$ cat src/rtl/pam_pkg.sv
package pam_pkg;
  // saturating increment on a 32-bit carrier; callers slice to width
  function automatic logic [31:0] sat_step(logic [31:0] cur, logic [31:0] top, logic bump);
    if (!bump || cur == top) return cur;
    return cur + 32'd1;
  endfunction

  // one multiplexer slot agrees with the path when unused or on the path code
  function automatic logic slot_agrees(logic used, logic [31:0] sel, logic [31:0] code);
    return !used || (sel == code);
  endfunction
endpackage

$ cat src/rtl/pam_hist.sv
module pam_hist #(
  parameter bit START_IS_PI = 1'b0
) (
  input  logic clk,
  input  logic rst_n,
  input  logic clr,
  input  logic start_ld,
  output logic pair_valid,
  output logic pair_launch
);
  logic launch_now;

  generate
    if (START_IS_PI) begin : g_pi
      assign launch_now = 1'b1;
    end else begin : g_reg
      assign launch_now = start_ld;
    end
  endgenerate

  always_ff @(posedge clk) begin
    if (!rst_n || clr) begin
      pair_valid  <= 1'b0;
      pair_launch <= 1'b0;
    end else begin
      pair_valid  <= 1'b1;
      pair_launch <= launch_now;
    end
  end

  // history is empty right after a clear
  a_r6_no_pair_after_clear: assert property (@(posedge clk) disable iff (!rst_n)
    clr |=> !pair_valid);
endmodule

$ cat src/rtl/pam_selchk.sv
module pam_selchk
  import pam_pkg::*;
#(
  parameter int N_MUX = 3,
  parameter int SEL_W = 2,
  parameter logic [N_MUX*SEL_W-1:0] PATH_SEL = '0
) (
  input  logic [N_MUX*SEL_W-1:0] mux_sel,
  input  logic [N_MUX-1:0]       slot_en,
  output logic                   path_ok
);
  logic [N_MUX-1:0] slot_hit;

  for (genvar k = 0; k < N_MUX; k++) begin : g_slot
    logic [SEL_W-1:0] sel_k;
    logic [SEL_W-1:0] code_k;
    assign sel_k  = mux_sel[k*SEL_W +: SEL_W];
    assign code_k = PATH_SEL[k*SEL_W +: SEL_W];
    assign slot_hit[k] = slot_agrees(slot_en[k], 32'(sel_k), 32'(code_k));
  end

  assign path_ok = &slot_hit;
endmodule

$ cat src/rtl/pam_tally.sv
module pam_tally
  import pam_pkg::*;
#(
  parameter int CNT_W = 8
) (
  input  logic             clk,
  input  logic             rst_n,
  input  logic             clr,
  input  logic             act,
  output logic             seen,
  output logic [CNT_W-1:0] count,
  output logic             untestable
);
  localparam logic [CNT_W-1:0] CNT_MAX = '1;

  logic [31:0] next_wide;
  assign next_wide = sat_step(32'(count), 32'(CNT_MAX), act);

  always_ff @(posedge clk) begin
    if (!rst_n) begin
      seen       <= 1'b0;
      count      <= '0;
      untestable <= 1'b0;
    end else if (clr) begin
      untestable <= !(seen || act);
      seen       <= 1'b0;
      count      <= '0;
    end else begin
      seen  <= seen | act;
      count <= next_wide[CNT_W-1:0];
    end
  end

  a_r7_sticky: assert property (@(posedge clk) disable iff (!rst_n)
    (seen && !clr) |=> seen);
  a_r8_saturate: assert property (@(posedge clk) disable iff (!rst_n)
    (count == CNT_MAX && !clr) |=> count == CNT_MAX);
  a_r8_step: assert property (@(posedge clk) disable iff (!rst_n)
    (act && !clr && count != CNT_MAX) |=> count == $past(count) + CNT_W'(1));
  a_r9_verdict: assert property (@(posedge clk) disable iff (!rst_n)
    clr |=> (untestable == !($past(seen) || $past(act))) && !seen && count == '0);
  a_r9_hold: assert property (@(posedge clk) disable iff (!rst_n)
    !clr |=> $stable(untestable));
endmodule

$ cat src/rtl/path_act_mon.sv
module path_act_mon #(
  parameter int N_MUX = 3,
  parameter int SEL_W = 2,
  parameter int CNT_W = 8,
  parameter bit START_IS_PI = 1'b0,
  parameter bit END_IS_PO = 1'b0,
  parameter logic [N_MUX*SEL_W-1:0] PATH_SEL = {2'd2, 2'd1, 2'd3}
) (
  input  logic                   clk,
  input  logic                   rst_n,
  input  logic                   clr,
  input  logic                   start_ld,
  input  logic                   end_ld,
  input  logic [N_MUX*SEL_W-1:0] mux_sel,
  input  logic [N_MUX-1:0]       slot_en,
  output logic                   act_pulse,
  output logic                   act_seen,
  output logic [CNT_W-1:0]       act_count,
  output logic                   untestable
);
  logic pair_valid;
  logic pair_launch;
  logic capture_now;
  logic path_ok;

  pam_hist #(.START_IS_PI(START_IS_PI)) hist_i (
    .clk(clk), .rst_n(rst_n), .clr(clr), .start_ld(start_ld),
    .pair_valid(pair_valid), .pair_launch(pair_launch)
  );

  pam_selchk #(.N_MUX(N_MUX), .SEL_W(SEL_W), .PATH_SEL(PATH_SEL)) selchk_i (
    .mux_sel(mux_sel), .slot_en(slot_en), .path_ok(path_ok)
  );

  generate
    if (END_IS_PO) begin : g_po
      assign capture_now = 1'b1;
    end else begin : g_reg
      assign capture_now = end_ld;
    end
  endgenerate

  assign act_pulse = pair_valid & pair_launch & capture_now & path_ok;

  pam_tally #(.CNT_W(CNT_W)) tally_i (
    .clk(clk), .rst_n(rst_n), .clr(clr), .act(act_pulse),
    .seen(act_seen), .count(act_count), .untestable(untestable)
  );

  generate
    if (!START_IS_PI) begin : g_chk_launch
      // a pulse needs a load of the start one cycle earlier
      a_r2_launch_prior: assert property (@(posedge clk) disable iff (!rst_n)
        (pair_valid && act_pulse) |-> $past(start_ld));
    end
    if (!END_IS_PO) begin : g_chk_capture
      // a pulse needs a load of the end in the same cycle
      a_r3_capture_now: assert property (@(posedge clk) disable iff (!rst_n)
        act_pulse |-> end_ld);
    end
  endgenerate

  // a pulse never coexists with a mis-steered enabled slot
  a_r4_steer: assert property (@(posedge clk) disable iff (!rst_n)
    !path_ok |-> !act_pulse);
  // the first cycle out of reset forms no pair
  a_r6_post_reset: assert property (@(posedge clk)
    !rst_n |=> !act_pulse);
endmodule

$ cat config.mk
export PLATFORM = sky130hd
export DESIGN_NAME = path_act_mon
export DESIGN_NICKNAME = d
export VERILOG_FILES = /design/src/rtl/pam_pkg.sv /design/src/rtl/pam_hist.sv /design/src/rtl/pam_selchk.sv /design/src/rtl/pam_tally.sv /design/src/rtl/path_act_mon.sv
export SDC_FILE = /design/constraint.sdc
export NUM_CORES = 1
export LEC_CHECK = 0
export BUFFER_PORTS_ARGS = -buffer_cell sky130_fd_sc_hd__buf_2
export CAP_MARGIN = 20
export CORE_UTILIZATION = 30
export DETAILED_ROUTE_END_ITERATION = 12
export PLACE_DENSITY_LB_ADDON = 0.1
export SKIP_CTS_REPAIR_TIMING = 1
export SYNTH_ARGS = -nofsm -noshare
export SYNTH_HDL_FRONTEND = slang
export SYNTH_SLANG_ARGS = --single-unit
$ cat constraint.sdc
create_clock -name clk -period 1.93 [get_ports clk]
set_clock_uncertainty 0.1 [all_clocks]
set_input_delay 0.0965 -clock clk [delete_from_list [all_inputs] [get_ports clk]]
set_output_delay 0.0965 -clock clk [all_outputs]
set_load 0.02 [all_outputs]
## After elaboration in Yosys (flattened, before gate mapping)

Cells that the tools add are included.
W data, S select, Z words.

- Multiplexer cells: 3
- Bitwise operators: 5
- Reductions and logical operators: 14
- Equality and inequality tests: 5
- Add/sub/neg operators: 1

Operator list:

| kind | count |
|---|---|
| $add A8 B1 Y8 const B | 1 |
| $eq A8 B8 Y1 const B | 1 |
| $mux W8 | 1 |
| $logic_not A1 Y1 | 6 |
| $logic_or A1 B1 Y1 | 6 |
| $eq A2 B2 Y1 const B | 2 |
| $and A1 B1 Y1 | 3 |
| $reduce_and A3 Y1 | 1 |
| $eq A2 B1 Y1 const B | 1 |
| $mux W1 | 2 |
| $ne A2 B2 Y1 const B | 1 |
| $reduce_or A2 Y1 | 1 |
| $not A1 Y1 | 1 |
| $or A1 B1 Y1 | 1 |

- Word-level logic and storage cells: 33
- Bits in registers: 12
- Output and inout port bits: 11
- Input port bits: 14

## Depth between registers and ports, before layout

Gate-level depths: netlist (run 1).

- Depth after elaboration: 8
- Mapped depth: 6
- Gate-level depth less buffers: 5

## By module

A second synthesis (run 1) with hierarchy kept.

- Cells, all modules: 61
- Area total of the unflattened synthesis: 571.8 µm²

By module, submodules not included:

| module | times used | cells each | area each (µm²) | sequential area each (µm²) |
|---|---|---|---|---|
| pam_tally | 1 | 52 | 481.7 | 200.2 |
| pam_hist | 1 | 4 | 55.1 | 40.0 |
| pam_selchk | 1 | 4 | 26.3 | 0.0 |
| path_act_mon | 1 | 1 | 8.8 | 0.0 |

## Worst setup path before layout (run 1)

No wires, ideal clock.

- Kind: reg-to-reg
- Start: register tally_i.count[0]
- End: register tally_i.count[1]
- Data required time: 1.714 ns
- Period minus slack after synthesis: 1.651 ns
- Slack: 0.279 ns
- Buffers on the path: 1
- Setup time: 0.116 ns
- Cell stages (with the launch flop): 6
- Arrival: 1.434 ns
- Path through: dfxtp_1 -> ha_1 -> nand4_1 -> or2_1 -> buf_2 -> a41o_1

- Longest elaborated chain between the ends: 4
- Elaborated cells on any way between the ends: 6
- Those cells by class: add/sub: 1; eq/ne: 2; mux: 2; reduce/logical: 1

RTL lines:

| element | line | text |
|---|---|---|
| start: declaration | pam_tally.sv:11 | `output logic [CNT_W-1:0] count,` |
| start signal: assignment | pam_tally.sv:30 | `count <= next_wide[CNT_W-1:0];` |
| parallel branches: the longest is 4 deep, another holds $add A8 B1 Y8 | n/a |  |

Several ways; the timed one is not identified. The select of a mux whose other input is x is not followed.
A chain may end at the register's enable or synchronous reset.

## Worst setup path after layout (run 1)

- Start: register hist_i.pair_valid
- End: output act_pulse

- Longest elaborated chain between the ends: 3

RTL lines:

| element | line | text |
|---|---|---|
| start: declaration | pam_hist.sv:8 | `output logic pair_valid,` |
| start signal: assignment | pam_hist.sv:23 | `pair_valid <= 1'b0;` |
| start signal: assignment | pam_hist.sv:26 | `pair_valid <= 1'b1;` |
| $and A1 B1 Y1 (3 in a row) | path_act_mon.sv:43 | `assign act_pulse = pair_valid & pair_launch & capture_now & path_ok;` |
| end: declaration | path_act_mon.sv:16 | `output logic act_pulse,` |

No other way between the ends.

==> key figures, run 1 <==
Route
  – First drt pass iteration count: 4
  – DR WL/cell: 11.94 um
  – Vias: 608
  – Initial DRC Count: 10
  – Antenna-violating nets left: 0
  – Total Routed Length: 1433 um
  – Vias per cell: 5.067
  – # DRC: 0

Pwr
  – NetSw: 0.0001093 W
  – Share of total power in the clock network: 0.343
  – Internal power: 0.0003446 W
  – Switch share: 0.2409
  – Reg power frac: 0.556
  – Logic gate share of total power: 0.102
  – VDD IR-drop max: 0.4093 mV
  – Pwr dens: 549.7 nW/um^2
  – Leakage: 0.4061 nW

Logic synthesis
  – Number of enable flip-flop cells after synthesis: 0
  – Post-synth cell types: 31
  – Mapped Nets: 83
  – Cell Area, Synth: 663.1 um^2
  – Async set-reset flop share out of synthesis: 0
  – Flops & latches, synth: 12
  – Post-synthesis sequential area ratio: 0.3623
  – Yosys warnings: 0
  – Predominant post-synthesis flop cell: dfxtp_1
  – Mean Syn Cell Area: 9.752 um^2
  – Syn Inst Count: 68

Final layout
  – Multi-input gate area: 395.4 um^2
  – Design area: 825.8 um^2
  – Post-layout util: 0.4084
  – Sequential cell area: 240.2 um^2
  – N_diodes: 0
  – Filler Cell Count: 224
  – Final non-filler cell total: 120
  – Area grow syn2layout: 24.53%
  – Layout Nets: 110
  – Share of cells above drive strength 1: 0.3548

Timing
  – Hold Vio Cnt, Final: 1
  – Fin Setup TNS: 0 ns
  – Hold Slack: -0.01719 ns
  – Fin crit period: 1.772 ns
  – Final period util: 0.9183
  – RSZ-0062 raised after global routing: no
  – Peak Freq: 0.5642 GHz
  – Slew Limit Fails: 0
  – Final setup fails: 0
  – Relative slew slack: 0.7497
  – Worst-margin pin slew: 0.3751 ns

Die
  – Num ports: 25
  – Die Area: 2402 um^2
  – Effective utilization at floorplan: 0.3280
  – Die H: 49.02 um
  – Site Rows: 16
  – Die Wd: 49.02 um
  – Core box area: 2022 um^2

Clock network
  – CTS max path bufs: 2
  – H-tree lvl count: 1
  – Clock-pin slew on the worst setup and hold paths: 0.07 ns
  – Worst-Skew Late Latency: 0.27 ns
  – Num CTS Buffers: 3
  – CTS tree: done
  – Clock root buffer: clkbuf_4
  – TritonCTS Sinks: 12

Global routing
  – Total gr overflow: 0
  – Largest net degree at the start of global routing: 14
  – Initial antenna violation count: 0
  – First-pass GRT wire length: 2601 um
  – Overall routing resource usage: 0.1404
  – Vias in the first global route: 578

Min path
  – HP Start: clr
  – Type of the most critical hold path: in2reg

Placed design
  – DP HPWL: 1084 um
  – Dpl cell area: 793.3 um^2
  – Placed Cells: 116
  – GPL Wtd Cong: 0.7883
  – Buffers added on ports: 24

Setup path
  – Beginning of the critical path: hist_i.pair_valid
  – CP delay by family, top: simple AND/OR/NAND/NOR gates
  – CP Cell Sequence: nand3_1 > a21oi_4 > and2_1 > buf_2
  – Critical path fanouts, max: 9
  – WS Path Type: reg2out
  – Slowest stage cell, crit path: and2_1
  – CP Capture Type: primary output
  – WP data required: 1.73 ns
  – Crit Reg-Reg Startpoint: tally_i.count[0]
  – Critical path data arrival time: 1.58 ns
  – CP bufs+invs: 1
  – CP startpoint kind: flip-flop
  – Critical path's largest stage delay: 0.39 ns

Outcome
  – Violated checks: hold timing
  – Status: finished, violations left

Run
  – MaxCap Viol Count: 0
==> Yosys cell counts, types with 2 or more instances <==
master    instances  area share
nand4_1           4       0.038
a41o_1            2       0.030
and2_1            3       0.028
nand2_1           8       0.045
nor2_1            2       0.011
nand2b_1          4       0.038
nand3_1           2       0.015
a41oi_1           2       0.026
and3_1            4       0.038
dfxtp_1          12        0.36
a31oi_1           2       0.019
and4_1            2       0.026
mux2i_1           3       0.045
==> cells by family (layout without fill, tap and decap cells) <==
kind of cell	count (synthesis)	after routing	share of synthesized area
buffers and inverters	4	29	0.04150
adder cells (fa/ha/maj)	1	1	0.01886
flip-flops	12	12	0.3623
AND/OR/NAND/NOR	34	34	0.3094
AO/OA/AOI/OAI	14	14	0.2227
multiplexers	3	3	0.04528
==> sequential cells by signal (all words and copies together), names as in the netlist <==
signal,count
tally_i.untestable,1
tally_i.seen,1
hist_i.pair_valid,1
hist_i.pair_launch,1
tally_i.count,8
==> final timing paths <==
path	to	slack, ns	depth (start not counted)
max	act_pulse	0.16	4
min	tally_i.untestable	-0.02	3
max reg2reg	tally_i.count[5]	0.28	5
min reg2reg	tally_i.untestable	0.37	1
==> final cells by class <==
cell class,instances,share of cell area
Sequential cell,12,0.2909
Clock buffer,3,0.02727
Inverter,1,0.004545
Timing Repair Buffer,25,0.1576
Multi-Input combinational cell,52,0.4788
Tap cell,27,0.04091
==> routing by layer <==
metal  track usage  share of wire  up-vias
met3       0.04673          0.047        2
met5             0              0        -
met2        0.2361           0.47       17
li1              -              -      312
met4       0.02941         0.0098        0
met1        0.1733           0.47      277
==> cells in the final DEF (no fill, tap or decap) <==
cell type      instances
o31ai_1                1
and4_1                 2
ha_1                   1
clkbuf_4               3
nand4_1                4
a22oi_4                1
nand2b_2               1
nand3b_1               1
a31o_1                 1
nor2_1                 2
nand2b_4               1
a41oi_2                1
a211oi_2               1
buf_2                 24
or2_1                  1
inv_1                  1
and4b_1                1
nand2_1                8
dfxtp_1               12
nand2b_1               4
a31oi_1                2
a211oi_1               1
a41o_1                 2
and3_1                 4
dlygate4sd3_1          1
o21a_1                 1
a41oi_1                2
mux2i_1                3
nand3_1                2
and2_1                 3
a21oi_4                1
==> power groups by stage <==
| stage | logic, W | clock network [W] | registers, W |
|---|---|---|---|
| global route | 0.0000517 | 0.000174 | 0.000253 |
| detailed placement | 0.0000455 | 0 | 0.000258 |
| floorplan | 0.0000231 | 0 | 0.000260 |
| finish | 0.0000461 | 0.000156 | 0.000252 |
| CTS | 0.0000454 | 0.000162 | 0.000252 |
| global placement | 0.0000450 | 0 | 0.000258 |
==> worst register-to-register path, stage by stage, from the launching register on <==
cell and delay, ns:
dfxtp_1 0.42, ha_1 0.23, nand4_1 0.12, or2_1 0.37, nand4_1 0.17, mux2i_1 0.18
==> per-stage QoR <==
step | worst slack (ns) | power [W]
6_report | 0.1576 | 0.0004539
5_1_grt | 0.02018 | 0.0004786
4_1_cts | 0.1181 | 0.0004594
3_5_place_dp | 0.2835 | 0.0003035
3_3_place_gp | 0.3262 | 0.0003030
2_1_floorplan | 0.2793 | 0.0002831
Power figures use the tool's default switching activity.
==> inputs of run 2 (changes only) <==
--- a/config.mk
+++ b/config.mk
@@ -5,7 +5,7 @@
 export SDC_FILE = /design/constraint.sdc
 export NUM_CORES = 1
 export LEC_CHECK = 0
-export BUFFER_PORTS_ARGS = -buffer_cell sky130_fd_sc_hd__buf_2
+export BUFFER_PORTS_ARGS = -buffer_cell sky130_fd_sc_hd__buf_4
 export CAP_MARGIN = 20
 export CORE_UTILIZATION = 30
 export DETAILED_ROUTE_END_ITERATION = 12
==> run 2 against run 1 <==
Non-clock buffer count unchanged. Largest power group unchanged. Design area up 7.3%. The run still ends with hold timing left. Highest routed layer unchanged. Sequential power about the same. Utilization increased by 3.0 points.
==> key figures, run 2 (synthesis results as in run 1) <==
Outcome
  – Status: finished, violations left
  – Violated checks: hold timing

Die
  – Core box area: 2022 um^2
  – Site Rows: 16
  – Die Wd: 49.02 um
  – Effective utilization at floorplan: 0.3280
  – Die Area: 2402 um^2
  – Num ports: 25
  – Die H: 49.02 um

Timing
  – Worst-margin pin slew: 0.3559 ns
  – RSZ-0062 raised after global routing: no
  – Relative slew slack: 0.7625
  – Fin Setup TNS: 0 ns
  – Peak Freq: 0.5741 GHz
  – Hold Vio Cnt, Final: 1
  – Slew Limit Fails: 0
  – Final period util: 0.9025
  – Fin crit period: 1.742 ns
  – Final setup fails: 0
  – Hold Slack: -0.009520 ns

Final layout
  – Post-layout util: 0.4381
  – N_diodes: 0
  – Biggest register: tally_i.count
  – Area grow syn2layout: 33.58%
  – Layout Nets: 110
  – Commonest cells after routing, fill and taps aside: buf_4 (24), dfxtp_1 (12), nand2_1 (8)
  – Most common cell after layout, fill and taps aside: buf_4
  – Largest register FFs: 8
  – Share of cells above drive strength 1: 0.3548

Route
  – DR WL/cell: 11.63 um
  – Antenna-violating nets left: 0
  – First drt pass iteration count: 4
  – Vias per cell: 5.150
  – Initial DRC Count: 24
  – Vias: 618
  – # DRC: 0
  – Total Routed Length: 1396 um

Placed design
  – GPL Wtd Cong: 0.7710
  – DP HPWL: 1071 um
  – Buffers added on ports: 24

Global routing
  – First-pass GRT wire length: 2435 um
  – Overall routing resource usage: 0.1334
  – Total gr overflow: 0
  – Largest net degree at the start of global routing: 14
  – Vias in the first global route: 539
  – Initial antenna violation count: 0

Setup path
  – Critical path data arrival time: 1.55 ns
  – CP startpoint kind: flip-flop
  – WP data required: 1.73 ns
  – WS Path Type: reg2out
  – Critical path fanouts, max: 9
  – Worst R2R Path Depth: 5
  – CP Capture Type: primary output
  – Flop-to-flop setup slack: 0.27 ns

Clock network
  – H-tree lvl count: 1
  – TritonCTS Sinks: 12
  – Num CTS Buffers: 3
  – Clock-pin slew on the worst setup and hold paths: 0.07 ns
  – CTS tree: done
  – Clock root buffer: clkbuf_4
  – CTS max path bufs: 2
  – Worst-Skew Late Latency: 0.27 ns

Pwr
  – Pwr dens: 514.4 nW/um^2
  – VDD IR-drop max: 0.3805 mV
  – Leakage: 0.4164 nW

Run
  – MaxCap Viol Count: 0

Min path
  – Type of the most critical hold path: in2reg
  – Hold path cells: 3
-- run 2: final timing paths --
| path | start | end |
|---|---|---|
| max | hist_i.pair_valid | act_pulse |
| min | rst_n | tally_i.untestable |
| max reg2reg | tally_i.count[0] | tally_i.count[3] |
| min reg2reg | tally_i.seen | tally_i.untestable |
-- run 2: layer usage --
metal	global-route usage	up-vias	wire, um
met4	0.05882	0	14
li1	-	312	-
met5	0	-	0
met2	0.2060	20	634
met1	0.1683	284	648
met3	0.04361	2	98
-- run 2: power by group --
part	internal [W]	switching (W)
sequential	0.000251	0.00000130
combinational	0.0000297	0.0000249
clock	0.0000721	0.0000767
total	0.000353	0.000103
-- run 2: layout make-up --
type	instances	area, um^2
multi-input combinational	52	395.4
sequential	12	240.2
inverter	1	3.754
timing repair buffer	25	190.2
fill	207	1136
tap	27	33.78
clock buffer	3	22.52
-- run 2: critical path, cell delays in order (launching register included) --
cell,delay [ns]
dfxtp_1,0.31
nand3_1,0.11
a21oi_4,0.26
and2_1,0.39
buf_4,0.21
-- run 2: stage by stage --
| stage | hold slack (ns) | power (W) | worst slack, ns | instance area, um^2 | std cells |
|---|---|---|---|---|---|
| final | -0.009520 | 0.0004557 | 0.1882 | 885.9 | 120 |
| after global routing | 0.0007054 | 0.0004846 | 0.06581 | 885.9 | 120 |
| after CTS | -0.08215 | 0.0004639 | 0.1684 | 875.8 | 119 |
| after detailed placement | 0.2021 | 0.0003117 | 0.2881 | 853.3 | 116 |
| after global placement | 0.2010 | 0.0003113 | 0.3266 | 853.3 | 116 |
| after floorplan | 0.1182 | 0.0002831 | 0.2793 | 663.1 | 68 |
